<file path="src/rtl/dbg_cmp_pkg.sv">
package dbg_cmp_pkg;
  localparam int NCMP = 4;

  typedef struct packed {
    logic tag;   // bit 6
    logic sz;    // bit 5: 1 word, 0 byte
    logic sze;   // bit 4
    logic rw;    // bit 3: 1 read, 0 write
    logic rwe;   // bit 2
    logic sel;   // bit 1: master select
    logic en;    // bit 0
  } cmp_ctrl_t;

  typedef struct packed {
    logic trc_d;
    logic trc_c;
    logic cd_out;
    logic cd_en;
    logic ab_out;
    logic ab_en;
  } glb_cfg_t;

  localparam int CTRLW = $bits(cmp_ctrl_t);
  localparam int GLBW  = $bits(glb_cfg_t);
endpackage

</file>
<file path="src/rtl/dbg_cmp_regs.sv">
module dbg_cmp_regs
  import dbg_cmp_pkg::*;
#(
  parameter int AW = 16,
  parameter int DW = 16,
  localparam int CW = (AW > DW) ? AW : DW
) (
  input  logic                  clk,
  input  logic                  rst_ni,
  input  logic                  we,
  input  logic [4:0]            waddr,
  input  logic [CW-1:0]         wdata,
  output cmp_ctrl_t [NCMP-1:0]  ctrl_q,
  output logic [NCMP-1:0][AW-1:0] addr_q,
  output logic [NCMP-1:0][DW-1:0] data_q,
  output logic [NCMP-1:0][DW-1:0] mask_q,
  output glb_cfg_t              glb_q
);
  logic glb_we;
  assign glb_we = we & waddr[4];

  always_ff @(posedge clk or negedge rst_ni) begin
    if (!rst_ni)     glb_q <= '0;
    else if (glb_we) glb_q <= glb_cfg_t'(wdata[GLBW-1:0]);
  end

  for (genvar i = 0; i < NCMP; i++) begin : g_cmp
    logic sel_i, ctrl_we, addr_we;
    assign sel_i   = we & ~waddr[4] & (waddr[3:2] == 2'(i));
    assign ctrl_we = sel_i & (waddr[1:0] == 2'd0);
    assign addr_we = sel_i & (waddr[1:0] == 2'd1);

    always_ff @(posedge clk or negedge rst_ni) begin
      if (!rst_ni)      ctrl_q[i] <= '0;
      else if (ctrl_we) ctrl_q[i] <= cmp_ctrl_t'(wdata[CTRLW-1:0]);
    end

    always_ff @(posedge clk or negedge rst_ni) begin
      if (!rst_ni)      addr_q[i] <= '0;
      else if (addr_we) addr_q[i] <= wdata[AW-1:0];
    end

    if ((i % 2) == 0) begin : g_data
      logic data_we, mask_we;
      assign data_we = sel_i & (waddr[1:0] == 2'd2);
      assign mask_we = sel_i & (waddr[1:0] == 2'd3);
      always_ff @(posedge clk or negedge rst_ni) begin
        if (!rst_ni)      data_q[i] <= '0;
        else if (data_we) data_q[i] <= wdata[DW-1:0];
      end
      always_ff @(posedge clk or negedge rst_ni) begin
        if (!rst_ni)      mask_q[i] <= '0;
        else if (mask_we) mask_q[i] <= wdata[DW-1:0];
      end
    end else begin : g_nodata
      assign data_q[i] = '0;
      assign mask_q[i] = '0;
    end
  end
endmodule

</file>
<file path="src/rtl/dbg_cmp_unit.sv">
module dbg_cmp_unit
  import dbg_cmp_pkg::*;
#(
  parameter int AW       = 16,
  parameter int DW       = 16,
  parameter bit HAS_DATA = 1'b1,
  parameter bit HAS_SIZE = 1'b0
) (
  input  cmp_ctrl_t        ctrl,
  input  logic [AW-1:0]    ref_addr,
  input  logic [DW-1:0]    ref_data,
  input  logic [DW-1:0]    ref_mask,
  input  logic             vld,
  input  logic             rd,
  input  logic             word,
  input  logic [AW-1:0]    addr,
  input  logic [DW-1:0]    data,
  input  logic             exec_vld,
  input  logic             exec_mst,
  input  logic [AW-1:0]    exec_addr,
  output logic             hit
);
  logic addr_ok, dir_ok, size_ok, data_ok, data_eq, size_eq, tag_ok, bus_ok;

  always_comb begin
    addr_ok = ({addr[AW-1:1], 1'b0} == ref_addr);
    dir_ok  = ~ctrl.rwe | (rd == ctrl.rw);
    size_eq = ~ctrl.sze | (word == ctrl.sz);
    data_eq = (((data ^ ref_data) & ~ref_mask) == '0);
    size_ok = HAS_SIZE ? size_eq : 1'b1;
    data_ok = HAS_DATA ? data_eq : 1'b1;
    tag_ok  = exec_vld & (exec_mst == ctrl.sel) & (exec_addr == ref_addr);
    bus_ok  = vld & addr_ok & dir_ok & size_ok & data_ok;
    hit     = ctrl.en & (ctrl.tag ? tag_ok : bus_ok);
  end
endmodule

</file>
<file path="src/rtl/dbg_cmp_bank.sv">
module dbg_cmp_bank
  import dbg_cmp_pkg::*;
#(
  parameter int AW = 16,
  parameter int DW = 16,
  localparam int CW = (AW > DW) ? AW : DW
) (
  input  logic          clk,
  input  logic          rst_n,
  input  logic          cfg_we,
  input  logic [4:0]    cfg_addr,
  input  logic [CW-1:0] cfg_wdata,
  input  logic          bm0_vld,
  input  logic [AW-1:0] bm0_addr,
  input  logic [DW-1:0] bm0_data,
  input  logic          bm0_rd,
  input  logic          bm0_word,
  input  logic          bm1_vld,
  input  logic [AW-1:0] bm1_addr,
  input  logic [DW-1:0] bm1_data,
  input  logic          bm1_rd,
  input  logic          bm1_word,
  input  logic          exec_vld,
  input  logic          exec_mst,
  input  logic [AW-1:0] exec_addr,
  input  logic          bdm_active,
  output logic [3:0]    match_o
);
  // reset: asynchronous assertion, synchronous release
  logic [1:0] rst_sync;
  logic       rst_ni;
  always_ff @(posedge clk or negedge rst_n) begin
    if (!rst_n) rst_sync <= '0;
    else        rst_sync <= {rst_sync[0], 1'b1};
  end
  assign rst_ni = rst_sync[1];

  cmp_ctrl_t [NCMP-1:0]     ctrl;
  logic [NCMP-1:0][AW-1:0]  raddr;
  logic [NCMP-1:0][DW-1:0]  rdata, rmask;
  glb_cfg_t                 glb;

  dbg_cmp_regs #(.AW(AW), .DW(DW)) regs_i (
    .clk(clk), .rst_ni(rst_ni), .we(cfg_we), .waddr(cfg_addr),
    .wdata(cfg_wdata), .ctrl_q(ctrl), .addr_q(raddr), .data_q(rdata),
    .mask_q(rmask), .glb_q(glb)
  );

  logic [NCMP-1:0]          m_vld, m_rd, m_word, hit, dir_ok;
  logic [NCMP-1:0][AW-1:0]  m_addr;
  logic [NCMP-1:0][DW-1:0]  m_data;

  for (genvar i = 0; i < NCMP; i++) begin : g_unit
    assign m_vld[i]  = ctrl[i].sel ? bm1_vld  : bm0_vld;
    assign m_rd[i]   = ctrl[i].sel ? bm1_rd   : bm0_rd;
    assign m_word[i] = ctrl[i].sel ? bm1_word : bm0_word;
    assign m_addr[i] = ctrl[i].sel ? bm1_addr : bm0_addr;
    assign m_data[i] = ctrl[i].sel ? bm1_data : bm0_data;
    assign dir_ok[i] = ~ctrl[i].rwe | (m_rd[i] == ctrl[i].rw);

    dbg_cmp_unit #(
      .AW(AW), .DW(DW),
      .HAS_DATA((i % 2) == 0), .HAS_SIZE((i % 2) == 1)
    ) unit_i (
      .ctrl(ctrl[i]), .ref_addr(raddr[i]), .ref_data(rdata[i]),
      .ref_mask(rmask[i]), .vld(m_vld[i]), .rd(m_rd[i]), .word(m_word[i]),
      .addr(m_addr[i]), .data(m_data[i]), .exec_vld(exec_vld),
      .exec_mst(exec_mst), .exec_addr(exec_addr), .hit(hit[i])
    );
  end

  // range pairs: lower comparator supplies qualifiers and low bound
  logic in_ab, in_cd, rng_ab, rng_cd, cd_lent;
  logic [3:0] match_d, match_q;

  always_comb begin
    in_ab   = (m_addr[0] >= raddr[0]) & (m_addr[0] <= raddr[1]);
    in_cd   = (m_addr[2] >= raddr[2]) & (m_addr[2] <= raddr[3]);
    rng_ab  = ctrl[0].en & m_vld[0] & dir_ok[0] & (glb.ab_out ? ~in_ab : in_ab);
    rng_cd  = ctrl[2].en & m_vld[2] & dir_ok[2] & (glb.cd_out ? ~in_cd : in_cd);
    cd_lent = glb.trc_c | glb.trc_d;

    match_d[0] = glb.ab_en ? 1'b0   : hit[0];
    match_d[1] = glb.ab_en ? rng_ab : hit[1];
    match_d[2] = (glb.trc_c | glb.cd_en) ? 1'b0 : hit[2];
    if (glb.trc_d | (glb.cd_en & cd_lent)) match_d[3] = 1'b0;
    else if (glb.cd_en)                    match_d[3] = rng_cd;
    else                                   match_d[3] = hit[3];

    if (bdm_active) match_d = '0;
  end

  always_ff @(posedge clk or negedge rst_ni) begin
    if (!rst_ni) match_q <= '0;
    else         match_q <= match_d;
  end
  assign match_o = match_q;

  // checks
  assert_bdm_quiet_R10: assert property (@(posedge clk) disable iff (!rst_ni)
    bdm_active |=> (match_o == 4'b0000));
  assert_lent_c_silent_R9: assert property (@(posedge clk) disable iff (!rst_ni)
    glb.trc_c |=> !match_o[2]);
  assert_lent_d_silent_R9: assert property (@(posedge clk) disable iff (!rst_ni)
    glb.trc_d |=> !match_o[3]);
  assert_range_low_idle_R8: assert property (@(posedge clk) disable iff (!rst_ni)
    glb.ab_en |=> !match_o[0]);
  assert_tag_needs_exec_R7: assert property (@(posedge clk) disable iff (!rst_ni)
    (ctrl[2].tag && !exec_vld) |=> !match_o[2]);
  assert_disabled_quiet_R2: assert property (@(posedge clk) disable iff (!rst_ni)
    (!ctrl[3].en && !glb.cd_en) |=> !match_o[3]);
endmodule

</file>
<file path="config.mk">
export PLATFORM = sky130hd
export DESIGN_NAME = dbg_cmp_bank
export DESIGN_NICKNAME = d
export VERILOG_FILES = /design/src/rtl/dbg_cmp_pkg.sv /design/src/rtl/dbg_cmp_regs.sv /design/src/rtl/dbg_cmp_unit.sv /design/src/rtl/dbg_cmp_bank.sv
export SDC_FILE = /design/constraint.sdc
export NUM_CORES = 1
export LEC_CHECK = 0
export BUFFER_PORTS_ARGS = -buffer_cell sky130_fd_sc_hd__buf_2
export CORE_MARGIN = 8
export CORE_UTILIZATION = 65
export DETAILED_ROUTE_END_ITERATION = 16
export MAX_ROUTING_LAYER = met4
export PLACE_DENSITY = 0.95
export SYNTH_ARGS = -nofsm -noshare
export SYNTH_HDL_FRONTEND = slang
export SYNTH_SLANG_ARGS = --single-unit
</file>
<file path="constraint.sdc">
create_clock -name clk -period 14.35 [get_ports clk]
set_clock_uncertainty 0.2 [all_clocks]
set_input_delay 0 -clock clk [delete_from_list [all_inputs] [get_ports clk]]
set_output_delay 0 -clock clk [all_outputs]
set_load 0.05 [all_outputs]
</file>
==> metrics.csv <==
metric,value,unit
status,completed,
syn_area_per_cell,11.3,um2
tightest_slew,1.18,ns
synthCells,950,
first_pass_iters,6,
rsz0062_at_grt,false,
hold_violations,0,
area_growth_syn_to_layout,14.5,%
grt.total_usage,0.336,
p_leak,0.00563,uW
r2r-start,regs_i.ctrl_q[15]$_DFFE_PN0P_,
chipWidth,144,um
syn_area,10700,um2
drt-total-wl,33000,um
yosysSeqAreaShare,0.383,
hold_class,input pin to register,
numClockSinks,164,
synth_edf_count,0,
clk_latency,0.43,ns
ant_nets,0,
min_path_cells,6,
antenna_found_initial,1,
dp_slack,10.80,ns
drive_gt1_frac,0.287,
via_count,8377,
cap_violations,0,
nets,1271,
fp.dieH,144,um
grt_max_degree,77,
grt_pass1_vias,9169,
path_clk_slew,0.06,ns
drc,0,
worstPathArrival,4.31,ns
pin_count,117,
gp_congestion,1.04,
drt_iter0_drc,612,
root_buffer,clkbuf_16,
crit_fanout,36,
timing.slew.headroom,0.216,
power_density,134,nW/um2
power,1650,uW
core_area,16300,um2
synth-seq-cells,164,
critPathKind,register to register,
fin_tns_setup,0,ns
r2r_end,match_o[2]$_DFF_PN0_,
cts_tree,done,
yosysWarnings,0,
cts.path.max_buffers,2,
required,14.52,ns
min_to,match_o[0]$_DFF_PN0_,
setup_viol,0,
worstSetupStartpointType,register,
synth_flop_cell,dfrtp_1,
rows,47,
fin_crit_sh,0.289,
post-route-min-period,4.14,ns
overflow,0,
dp_hpwl,24500,um
fp.dieArea,20900,um2
via_per_inst,6.36,
htree_num_levels,4,
numCtsBuffers,17,
rr_worst_depth,9,
fin_hold_ws,0.0108,ns
timing.reg2reg.setup_slack,10.21,ns
drv_slew,0,
initial_utilization,0.656,
hold_start,exec_mst,
cts_resized,0,
wl_per_cell,25.1,um
cp-end-kind,register,
grt_pass1_wl,50600,um
fmax,0.241,GHz
synthArstFlopShare,1.00,
synth_cell_types,56,
syn_nets,1137,
setup_ws,10.21,ns
ir_worst_vdd,0.0000893,V
io_buffers,116,
## worst max path at each step
stage	start	end	slack, ns	cells after the start
floorplan	rst_sync[1]$_DFF_PN0_	match_o[0]$_DFF_PN0_	9.24	0
finish	regs_i.ctrl_q[15]$_DFFE_PN0P_	match_o[2]$_DFF_PN0_	10.21	9
global route	regs_i.ctrl_q[15]$_DFFE_PN0P_	match_o[2]$_DFF_PN0_	10.04	9
global placement	regs_i.ctrl_q[15]$_DFFE_PN0P_	match_o[2]$_DFF_PN0_	10.80	8
CTS	regs_i.ctrl_q[15]$_DFFE_PN0P_	match_o[2]$_DFF_PN0_	10.25	9
detailed placement	regs_i.ctrl_q[15]$_DFFE_PN0P_	match_o[2]$_DFF_PN0_	10.80	8
## flip-flops by register name, summed over array words and instances, names as in the netlist
register and flops:
regs_i.ctrl_q 24, regs_i.data_q 32, match_o 4, rst_sync 2, regs_i.addr_q 64, regs_i.glb_q 6, regs_i.mask_q 32
## layer usage
| metal | GRT usage | up-vias | part of all wire |
|---|---|---|---|
| li1 | - | 3680 | - |
| met1 | 0.387 | 4112 | 0.38 |
| met2 | 0.542 | 447 | 0.48 |
| met3 | 0.0604 | 138 | 0.086 |
| met4 | 0.205 | 0 | 0.059 |
| met5 | - | - | 0 |
## power by group
group | internal [uW] | total [uW] | switching (uW)
sequential | 550 | 665 | 114
combinational | 259 | 526 | 266
clock | 261 | 460 | 199
total | 1070 | 1650 | 580
## cell usage in the layout, fill, tap and decap left out, types with 3 or more instances in the layout
cell | synthesis | final
mux2i_1 | 72 | 72
a21oi_1 | 22 | 22
mux2_1 | 22 | 22
xnor2_1 | 72 | 72
buf_4 | 5 | 3
nor2_1 | 20 | 20
nor4_1 | 17 | 17
inv_1 | 62 | 62
inv_6 | 0 | 3
nand4_1 | 29 | 29
clkbuf_16 | 0 | 17
nor3_1 | 6 | 6
a2111oi_0 | 3 | 3
dfrtp_1 | 164 | 161
o21ai_0 | 24 | 24
clkbuf_8 | 0 | 4
nand3_1 | 11 | 11
o211ai_1 | 3 | 3
o22ai_1 | 9 | 9
o21ai_1 | 3 | 3
a211oi_1 | 3 | 3
buf_2 | 9 | 116
dlygate4sd3_1 | 0 | 28
nand2_1 | 36 | 36
a21o_1 | 4 | 4
mux2_2 | 153 | 153
nor2b_1 | 5 | 5
o2111ai_1 | 3 | 3
nor3b_2 | 2 | 3
o22a_1 | 4 | 4
o221ai_1 | 3 | 3
clkinv_4 | 0 | 3
xor2_1 | 64 | 64
ha_1 | 74 | 74
## critical path, stage by stage (launching register included)
cell and delay, ns:
dfrtp_2 1.07, mux2_2 0.47, ha_1 0.31, nand4_1 0.11
nor4_1 0.56, nand3_1 0.20, nor4_1 0.26, a21oi_1 0.13
nor3_2 0.17, dlygate4sd3_1 0.57
## cell families after synthesis
| kind of cell | Yosys count | share of synthesized area |
|---|---|---|
| simple gates | 138 | 0.0692 |
| flops | 164 | 0.383 |
| other cells | 1 | 0.000350 |
| compound gates | 96 | 0.0579 |
| xor+xnor | 136 | 0.111 |
| buf+inv | 94 | 0.0418 |
| fa+ha+maj | 74 | 0.0863 |
| mux | 247 | 0.251 |
## synthesized netlist by cell type (all sizes together), types with 22 or more instances
cell type / n / area (um2)
mux2: 175 / 1970
dfrtp: 164 / 4100
ha: 74 / 926
mux2i: 72 / 721
xnor2: 72 / 631
xor2: 64 / 561
inv: 62 / 233
nand2: 36 / 135
nand4: 29 / 181
o21ai: 27 / 135
a21oi: 23 / 119
buf: 22 / 178
## final cells by class
class                           instances  area [um2]
Multi-Input combinational cell        692        6180
Sequential cell                       164        4110
Fill cell                            1141        4070
Timing Repair Buffer                  147         883
Clock buffer                           21         480
Tap cell                              220         275
Inverter                               62         233
Clock inverter                         11         119
Antenna cell                            1        2.50
## metrics by stage
stage | instances | area (um2) | utilization
CTS | 1317 | 12300 | 0.751
global route | 1318 | 12300 | 0.751
floorplan | 950 | 10700 | -
detailed placement | 1257 | 11400 | 0.697
finish | 1318 | 12300 | 0.751
global placement | 1257 | 11400 | 0.697
## timing repair
action,CTS,global route
endpoints found under the hold margin,164,0
setup buffers,0,0
endpoints found under the setup margin,0,0
hold buffers,28,0
Note: power is estimated with default switching activity, not from simulation.
